[src/rtl/stat_srq_pkg.sv]
package stat_srq_pkg;
   localparam int SB_W    = 8;
   localparam int B_EAV   = 2;
   localparam int B_QSB   = 3;
   localparam int B_MAV   = 4;
   localparam int B_ESB   = 5;
   localparam int B_MSS   = 6;
   localparam int B_OPER  = 7;

   localparam logic [1:0] A_STB = 2'd0;
   localparam logic [1:0] A_SRE = 2'd1;
   localparam logic [1:0] A_EVT = 2'd2;
   localparam logic [1:0] A_ERR = 2'd3;
endpackage

[src/rtl/stat_srq_errq.sv]
module stat_srq_errq #(
   parameter int                DEPTH    = 10,
   parameter int                CODE_W   = 8,
   parameter logic [CODE_W-1:0] OVF_CODE = '1
) (
   input  logic              clk,
   input  logic              rst_n,
   input  logic              push,
   input  logic [CODE_W-1:0] code,
   input  logic              pop,
   output logic [CODE_W-1:0] head,
   output logic              nonempty
);
   localparam int PTR_W = (DEPTH > 1) ? $clog2(DEPTH) : 1;
   localparam int CNT_W = $clog2(DEPTH + 1);
   localparam logic [PTR_W-1:0] LAST_IDX = PTR_W'(DEPTH - 1);

   logic [CODE_W-1:0] slot [DEPTH];
   logic [PTR_W-1:0]  wr_ptr, rd_ptr, newest;
   logic [CNT_W-1:0]  count;
   logic              full, do_pop, do_push, replace;

   function automatic logic [PTR_W-1:0] bump(input logic [PTR_W-1:0] p);
      return (p == LAST_IDX) ? '0 : p + 1'b1;
   endfunction

   assign full     = (count == CNT_W'(DEPTH));
   assign nonempty = (count != '0);
   assign do_pop   = pop && nonempty;
   assign replace  = push && full && !do_pop;
   assign do_push  = push && !replace;
   assign newest   = (wr_ptr == '0) ? LAST_IDX : wr_ptr - 1'b1;
   assign head     = nonempty ? slot[rd_ptr] : '0;

   for (genvar i = 0; i < DEPTH; i++) begin : g_slot
      always_ff @(posedge clk) begin
         if (do_push && wr_ptr == PTR_W'(i))
            slot[i] <= code;
         else if (replace && newest == PTR_W'(i))
            slot[i] <= OVF_CODE;
      end
   end

   always_ff @(posedge clk) begin
      if (!rst_n) begin
         wr_ptr <= '0;
         rd_ptr <= '0;
         count  <= '0;
      end else begin
         if (do_push) wr_ptr <= bump(wr_ptr);
         if (do_pop)  rd_ptr <= bump(rd_ptr);
         count <= count + CNT_W'(do_push) - CNT_W'(do_pop);
      end
   end
endmodule

[src/rtl/stat_srq_evreg.sv]
module stat_srq_evreg #(
   parameter int EV_W = 8
) (
   input  logic            clk,
   input  logic            rst_n,
   input  logic [EV_W-1:0] ev_set,
   input  logic            rd_clr,
   output logic [EV_W-1:0] value,
   output logic            summary
);
   always_ff @(posedge clk) begin
      if (!rst_n)      value <= '0;
      else if (rd_clr) value <= ev_set;
      else             value <= value | ev_set;
   end

   assign summary = |value;
endmodule

[src/rtl/stat_srq_req.sv]
module stat_srq_req
   import stat_srq_pkg::*;
(
   input  logic            clk,
   input  logic            rst_n,
   input  logic [SB_W-1:0] sb_raw,
   input  logic [SB_W-1:0] sre,
   input  logic            poll,
   output logic            mss,
   output logic            rqs
);
   localparam logic [SB_W-1:0] MSS_MASK = ~(SB_W'(1) << B_MSS);

   logic mss_q;

   assign mss = |(sb_raw & sre & MSS_MASK);

   always_ff @(posedge clk) begin
      if (!rst_n) begin
         mss_q <= 1'b0;
         rqs   <= 1'b0;
      end else begin
         mss_q <= mss;
         if (mss && !mss_q) rqs <= 1'b1;
         else if (poll)     rqs <= 1'b0;
      end
   end
endmodule

[src/rtl/stat_srq_core.sv]
module stat_srq_core
   import stat_srq_pkg::*;
#(
   parameter int                ERR_DEPTH = 10,
   parameter int                CODE_W    = 8,
   parameter logic [CODE_W-1:0] OVF_CODE  = 8'hF0
) (
   input  logic              clk,
   input  logic              rst_n,
   input  logic              bus_wr,
   input  logic              bus_rd,
   input  logic [1:0]        bus_addr,
   input  logic [7:0]        bus_wdata,
   output logic [7:0]        bus_rdata,
   input  logic [7:0]        ev_set,
   input  logic              err_push,
   input  logic [CODE_W-1:0] err_code,
   input  logic              oq_nonempty,
   input  logic              oper_sum,
   input  logic              spoll,
   output logic [7:0]        spoll_data,
   output logic              srq
);
   if (ERR_DEPTH < 2) begin : g_bad_depth
      $error("ERR_DEPTH must be at least 2");
   end
   if (CODE_W < 1 || CODE_W > SB_W) begin : g_bad_code
      $error("CODE_W must be between 1 and 8");
   end

   logic [SB_W-1:0]   sre, ev_value, sb_raw;
   logic [CODE_W-1:0] err_head;
   logic              eav, esb, mss, rqs;
   logic              rd_stb, rd_evt, rd_err;

   assign rd_stb = bus_rd && bus_addr == A_STB;
   assign rd_evt = bus_rd && bus_addr == A_EVT;
   assign rd_err = bus_rd && bus_addr == A_ERR;

   always_ff @(posedge clk) begin
      if (!rst_n)                           sre <= '0;
      else if (bus_wr && bus_addr == A_SRE) sre <= bus_wdata;
   end

   stat_srq_errq #(
      .DEPTH(ERR_DEPTH), .CODE_W(CODE_W), .OVF_CODE(OVF_CODE)
   ) u_errq (
      .clk(clk), .rst_n(rst_n), .push(err_push), .code(err_code),
      .pop(rd_err), .head(err_head), .nonempty(eav)
   );

   stat_srq_evreg #(.EV_W(SB_W)) u_ev (
      .clk(clk), .rst_n(rst_n), .ev_set(ev_set), .rd_clr(rd_evt),
      .value(ev_value), .summary(esb)
   );

   always_comb begin
      sb_raw         = '0;
      sb_raw[B_EAV]  = eav;
      sb_raw[B_QSB]  = 1'b0;
      sb_raw[B_MAV]  = oq_nonempty;
      sb_raw[B_ESB]  = esb;
      sb_raw[B_OPER] = oper_sum;
   end

   stat_srq_req u_req (
      .clk(clk), .rst_n(rst_n), .sb_raw(sb_raw), .sre(sre),
      .poll(spoll), .mss(mss), .rqs(rqs)
   );

   always_comb begin
      spoll_data        = sb_raw;
      spoll_data[B_MSS] = rqs;
   end
   assign srq = rqs;

   always_comb begin
      bus_rdata = '0;
      case (bus_addr)
         A_STB: begin
            bus_rdata        = sb_raw;
            bus_rdata[B_MSS] = mss;
         end
         A_SRE:   bus_rdata = sre;
         A_EVT:   bus_rdata = ev_value;
         default: bus_rdata = SB_W'(err_head);
      endcase
   end

   logic unused_rd;
   assign unused_rd = rd_stb;
endmodule

[config.mk]
export PLATFORM = sky130hd
export DESIGN_NAME = stat_srq_core
export DESIGN_NICKNAME = d
export VERILOG_FILES = /design/src/rtl/stat_srq_pkg.sv /design/src/rtl/stat_srq_errq.sv /design/src/rtl/stat_srq_evreg.sv /design/src/rtl/stat_srq_req.sv /design/src/rtl/stat_srq_core.sv
export SDC_FILE = /design/constraint.sdc
export NUM_CORES = 1
export LEC_CHECK = 0
export ABC_AREA = 1
export BUFFER_PORTS_ARGS = -buffer_cell sky130_fd_sc_hd__buf_2
export CAP_MARGIN = 25
export CORE_MARGIN = 1
export CORE_UTILIZATION = 45
export DETAILED_ROUTE_END_ITERATION = 8
export PLACE_DENSITY = 0.72
export SLEW_MARGIN = 5
export SYNTH_ARGS = -nofsm -noshare
export SYNTH_HDL_FRONTEND = slang
export SYNTH_SLANG_ARGS = --single-unit
[constraint.sdc]
create_clock -name clk -period 2.7 [get_ports clk]
set_input_delay 0.54 -clock clk [delete_from_list [all_inputs] [get_ports clk]]
set_output_delay 0.54 -clock clk [all_outputs]
set_load 0.03 [all_outputs]
==> results of run 1 <==
## placed cells by master, fill, tap and decap left out, types with 5 or more instances in the layout
cell type,n
dfxtp_1,42
a21oi_1,41
nand4_2,5
o21ai_0,32
nor2_1,41
buf_2,48
nand2_1,239
inv_1,132
nand3_1,59
edfxtp_1,72
ha_1,6
clkinv_1,10
buf_4,15
clkbuf_16,17
## synthesized netlist by cell type, drive strengths merged
cell type	count	area, sq um
a21oi	41	205.2
clkinv	5	18.77
o21ai	32	160.2
inv	135	506.7
o211ai	1	7.510
nor2	43	171.4
nand3b	1	7.510
ha	6	75.07
edfxtp	72	2162
nor3	3	26.28
nand2	243	927.1
xor2	2	17.52
dfxtp	42	840.8
nand4	6	68.82
nand3	60	305.3
fa	1	20.02
a221oi	2	17.52
buf	10	75.07
a211oi	1	7.510
clkbuf	22	82.58
conb	1	3.750
## power by group through the flow
stage,registers (W),logic [W],clock network [W]
after CTS,0.00198,0.000701,0.00197
final,0.00198,0.000699,0.00195
after detailed placement,0.00201,0.000697,0
after global placement,0.00201,0.000687,0
after global routing,0.00198,0.000787,0.00204
after floorplan,0.00200,0.000514,0
## worst max-delay path, delay by kind of cell, from the launching register on
family | cells | cell delay (ps)
and+or+nand+nor | 4 | 600
DFF | 1 | 310
buffers and inverters | 2 | 250
adders and majority gates | 1 | 190
AOI/OAI and AO/OA | 1 | 180
## kinds of logic after synthesis
kind of cell,Yosys count
AOI/OAI and AO/OA,77
xor gates and xnor gates,2
adders and majority gates,7
buffers and inverters,172
DFF,114
other,1
and+or+nand+nor,356
## through the flow
step                total power [W]  cell area, sq um  setup WS, ps    util  hold WS [ps]
global route               0.004812              6640         43.59  0.5460         332.3
detailed placement         0.002705              6122         220.7  0.5034         418.2
floorplan                  0.002518              5714         471.8       -         398.8
global placement           0.002693              6122         286.7  0.5034         409.4
finish                     0.004627              6640         215.7  0.5460         338.8
CTS                        0.004644              6631         141.4  0.5453         333.4
## worst max-delay path by stage
stage | startpoint | endpoint
after global placement | bus_addr[0] | u_errq.slot[2][3]
after global routing | flop | bus_rdata[2]
after CTS | flop | bus_rdata[2]
after detailed placement | bus_addr[0] | u_errq.slot[2][1]
final | u_errq.count[2] | bus_rdata[1]
after floorplan | u_errq.count[2] | u_errq.count[2]
## per-layer routing
metal,track usage,vias to the layer above
met5,0,-
met4,0.1013,0
met3,0.05929,24
met2,0.3564,143
met1,0.2832,2148
li1,-,2377
## sequential cells by signal, indices dropped and copies added (netlist names), named ones only
signal	flops
sre	8
u_errq.count	4
u_errq.rd_ptr	4
u_errq.slot	80
u_errq.wr_ptr	4
u_ev.value	8
u_req.mss_q	1
u_req.rqs	1
## final cells by class
cell class,instances,area share
clock inverters,10,0.01036
multi-input cells,445,0.3054
flip-flops and latches,114,0.4522
inverters,140,0.07914
well taps,168,0.03166
repair buffers,64,0.05483
clock buffers,21,0.06633
==> reports/summary.txt, run 1 <==
Inst Count DP = 930
Gr ovfl total = 0
Endpoints failing setup = 0
Post-CTS Resized = 0
CP max stage delay = 310 ps
Global-route wire length before repair = 21620 um
Max Used Layer = met4
GP Congestion = 0.9084
Fin. Hold Viols = 0
Largest family of logic cells by synthesized area = simple AND/OR/NAND/NOR gates
Port buffer count = 47
Clk slew on worst S/H paths = 50 ps
Setup tns final = 0 ps
Synth Area in XOR/XNOR = 0.003070
Hold path startpoint = ev_set[4]
Vias per Instance = 4.877
Met1 wire length = 6030 um
Clock power share = 0.422
H-tree levels = 4
WL per Instance = 13.99 um
Initial antenna violation count = 0
Initial Utilization = 0.4692
Distinct cell type count after synthesis = 29
Fillcell total = 1115
Share of cells above drive strength 1 = 0.1285
Post-Synthesis Cells = 729
Mux contribution to synthesized area = 0
PwrDens = 696.8 nW/um^2
Worst Path Class, Setup = flop to primary output
Endpoint class of the critical path = primary output
Initial DRC count = 360
Worst hold endpoint = u_ev.value[4]
RSZ-0062 raised after global routing = no
Status = completed
Worst relative slew slack = 0.6176
Max Root-Sink Buffers = 2
Vias post-DR = 4692
Hpwl dp = 9537 um
Die area = 13140 sq um
Worst r2r src = u_errq.count[2]
Compound-cell area share of the yosys netlist = 0.06972
Pint = 0.003391 W
Worst R2R Path Depth = 12
Final period util = 0.9201
FF-to-FF End = u_errq.count[2]
Die extent in y = 114.6 um
TritonCTS clock tree = done
Sequential share of power = 0.427
Core area = 12160 sq um
Diode count = 0
Critical path cell sequence = inv_1 -> ha_1 -> nand3_1 -> nand2_1 -> a21oi_1 -> nand2_1 -> nand2_1 -> buf_2
Post-Syn Area = 5707 sq um
Net switching power = 0.001236 W
Seq/Total Area, Yosys = 0.5262
Post-route ant nets = 0
Detailed-routed wire length on met3 = 841 um
Post-Synth Simple-Gate Area = 0.2640
Post-Synth Adder-Cell Area = 0.01666
Sw Ratio = 0.2672
WP data required = 2160 ps
CTS Buf Count = 17
Vias in the first global route = 4366
Hold Crit Class = input port to flop
Combinational power share = 0.151
Post-Route WL = 13460 um
Worst-path fanout max = 8
Most used cell, CP = nand2_1
Drt pass-1 iters = 4
Slew Viols, Final = 0
Yosys reg bits = 114
Skew final = 6.115 ps
Final Critical Period = 2484 ps
Worst vdd ir = 0.4001 mV
Max Clk Rate = 0.4025 GHz
Post-CTS setup repair buffer count = 0
WP data arrival = 1940 ps
Largest net degree at the start of global routing = 41
Cell depth of the worst hold path = 3
R2R setup slack = 430 ps
Clk_lat worst skew = 420 ps
Met2 wire len = 6288 um
Clock sink count = 114
Post-CTS Hold Fix Bufs = 0
Synth Warn # = 0
Fin cells = 962
Mean Syn Cell Area = 7.828 sq um
Root Driver = clkbuf_16
Detailed-route DRC error count = 0
Slowest-stage cell, CP = dfxtp_1
Startpoint types = flop
Footprint of the multi-input gates = 2028 sq um
All-layer global routing usage = 0.2230
Number of max-cap violations = 0
Area growth syn-to-layout = 16.36%
I/O pin total = 51
Cell Rows = 40
Worst slew pin tran = 572.1 ps
# nets final = 823
FF/Latch Area = 3003 sq um
Leak = 3.290 nW
Die X = 114.6 um
(Power assumes the default switching activity.)
==> inputs of run 2 (changes only) <==
--- a/config.mk
+++ b/config.mk
@@ -12,6 +12,7 @@
 export CORE_UTILIZATION = 45
 export DETAILED_ROUTE_END_ITERATION = 8
 export PLACE_DENSITY = 0.72
+export RECOVER_POWER = 100
 export SLEW_MARGIN = 5
 export SYNTH_ARGS = -nofsm -noshare
 export SYNTH_HDL_FRONTEND = slang
==> run 2 against run 1 <==
Effect of this change:
- clock skew grew 0.80 ps
- first-iteration DRC count shrank 0.28%
- core utilization shrank 0.73 points
- hold slack gained 2.8 ps
- clock power is essentially flat
- routed wire length shrank 0.56%
- critical path type unchanged
- largest cell class unchanged
==> reports/summary.txt, run 2 (synthesis gave the netlist of run 1 again) <==
Status = completed
FF/Latch Area = 3003 sq um
RSZ-0062 raised after global routing = no
Sequential share of power = 0.428
Cell area after layout = 6551 sq um
Worst Path Class, Setup = flop to primary output
All-layer global routing usage = 0.2230
Area growth syn-to-layout = 14.80%
Max Clk Rate = 0.4003 GHz
Top Registers = u_errq.slot (80), sre (8), u_ev.value (8)
Endpoints failing setup = 0
Number of max-cap violations = 0
Net switching power = 0.001233 W
WL per Instance = 13.91 um
Skew final = 6.917 ps
Die X = 114.6 um
Diode count = 0
Critical path cell sequence = inv_1 -> ha_1 -> nand3_1 -> nand2_1 -> a21oi_1 -> nand2_1 -> nand2_1 -> clkbuf_2
H-tree levels = 4
Endpoint class of the critical path = primary output
Max FFs per register = 80
Post-route ant nets = 0
Worst-path fanout max = 8
Detailed-routed wire length on met3 = 845 um
Area after DPL = 6122 sq um
Max Root-Sink Buffers = 2
Leak = 3.225 nW
R2R setup slack = 210 ps
Vias post-DR = 4706
CP Launch Point = u_errq.count[2]
TritonCTS clock tree = done
Worst slew pin tran = 568.0 ps
FF-to-FF End = u_errq.slot[4][5]
# nets final = 823
CP Buf/Inv Count = 2
I/O pin total = 51
Core area = 12160 sq um
Met1 wire length = 5968 um
Initial DRC count = 359
Vias in the first global route = 4366
Crit path capture = bus_rdata[1]
Initial antenna violation count = 0
Clock power share = 0.424
Hold Crit Class = input port to flop
Largest net degree at the start of global routing = 41
Most used cell, CP = nand2_1
Setup tns final = 0 ps
Leading cell type in the layout, fill and taps excluded = nand2_1
GP Congestion = 0.9084
Detailed-route DRC error count = 0
Slew Viols, Final = 0
Global-route wire length before repair = 21620 um
Share of cells above drive strength 1 = 0.09950
Footprint of the multi-input gates = 1974 sq um
Hold path startpoint = ev_set[4]
Final Critical Period = 2498 ps
Top cell family by delay on the critical path = simple AND/OR/NAND/NOR gates
Worst R2R Path Depth = 8
Clk_lat worst skew = 420 ps
Critical path depth = 8
Post-CTS Hold Fix Bufs = 0
Met2 wire len = 6222 um
Worst vdd ir = 0.4249 mV
PwrDens = 704.4 nW/um^2
Cell Rows = 40
CTS Buf Count = 17
Root Driver = clkbuf_16
Vias per Instance = 4.892
Die extent in y = 114.6 um
WP data arrival = 1960 ps
Most frequent cells in the layout = 243 x nand2_1, 134 x inv_1, 72 x edfxtp_1, 60 x nand3_1
Final period util = 0.9252
Sw Ratio = 0.2673
Gr ovfl total = 0
Clk slew on worst S/H paths = 50 ps
Clock sink count = 114
Die area = 13140 sq um
Drt pass-1 iters = 5
Fin. Hold Viols = 0
Worst r2r src = u_errq.count[2]
Worst relative slew slack = 0.6203
Max Used Layer = met4
Combinational power share = 0.148
Hpwl dp = 9537 um
Pint = 0.003381 W
CP max stage delay = 310 ps
Startpoint types = flop
WP data required = 2160 ps
Port buffer count = 47
Slowest-stage cell, CP = dfxtp_1
Post-Route WL = 13380 um
Initial Utilization = 0.4692
Fillcell total = 1135
Biggest register = u_errq.slot
run 2: changes by cell type in the layout (fill, tap and decap cells not counted), sizes merged:
cell,change
buf,-24
clkbuf,+24
run 2: area by class of cell:
type,count,share of cell area
Clock buffer,21,0.06723
Clock inverter,10,0.01050
Inverter,140,0.08021
Multi-Input combinational cell,445,0.3014
Sequential cell,114,0.4584
Tap cell,168,0.03209
Timing Repair Buffer,64,0.05023
run 2: per-stage QoR:
step                      hold WS, ps  worst slack, ps  std cells  power (W)  utilization
final                           341.6            201.9        962   0.004615       0.5387
after global routing            332.3            30.75        962   0.004798       0.5387
after CTS                       333.4            141.4        961   0.004644       0.5453
after detailed placement        418.2            220.7        930   0.002705       0.5034
after global placement          409.4            286.7        930   0.002693       0.5034
after floorplan                 398.8            471.8        731   0.002518            -
run 2: worst min-delay path by stage:
stage,to,cells after the start
after floorplan,u_req.rqs,1
after global placement,u_req.rqs,1
after detailed placement,u_req.rqs,1
after CTS,u_ev.value[4],3
after global routing,u_ev.value[5],3
final,u_ev.value[4],3
run 2: routing by layer:
metal | global-route usage | vias to the layer above
li1 | - | 2380
met4 | 0.1013 | 0
met2 | 0.3564 | 147
met1 | 0.2832 | 2151
met5 | 0 | -
met3 | 0.05929 | 28
run 2: what timing repair did:
| item | 4_1_cts | 5_1_grt |
|---|---|---|
| endpoints found under the setup margin | 0 | 4 |
| gates resized for setup | 0 | 1 |
| setup buffers | 0 | 0 |
run 2: power by group through the flow:
stage,Sequential [W],Combinational [W],Clock [W]
4_1_cts,0.00198,0.000701,0.00197
6_report,0.00198,0.000683,0.00196
3_3_place_gp,0.00201,0.000687,0
5_1_grt,0.00198,0.000773,0.00204
2_1_floorplan,0.00200,0.000514,0
3_5_place_dp,0.00201,0.000697,0
run 2: tightest hold or removal path, delay by kind of cell:
| kind | cells | cell delay (ps) |
|---|---|---|
| compound gates | 1 | 30 |
| buf+inv | 1 | 80 |
| simple gates | 1 | 70 |
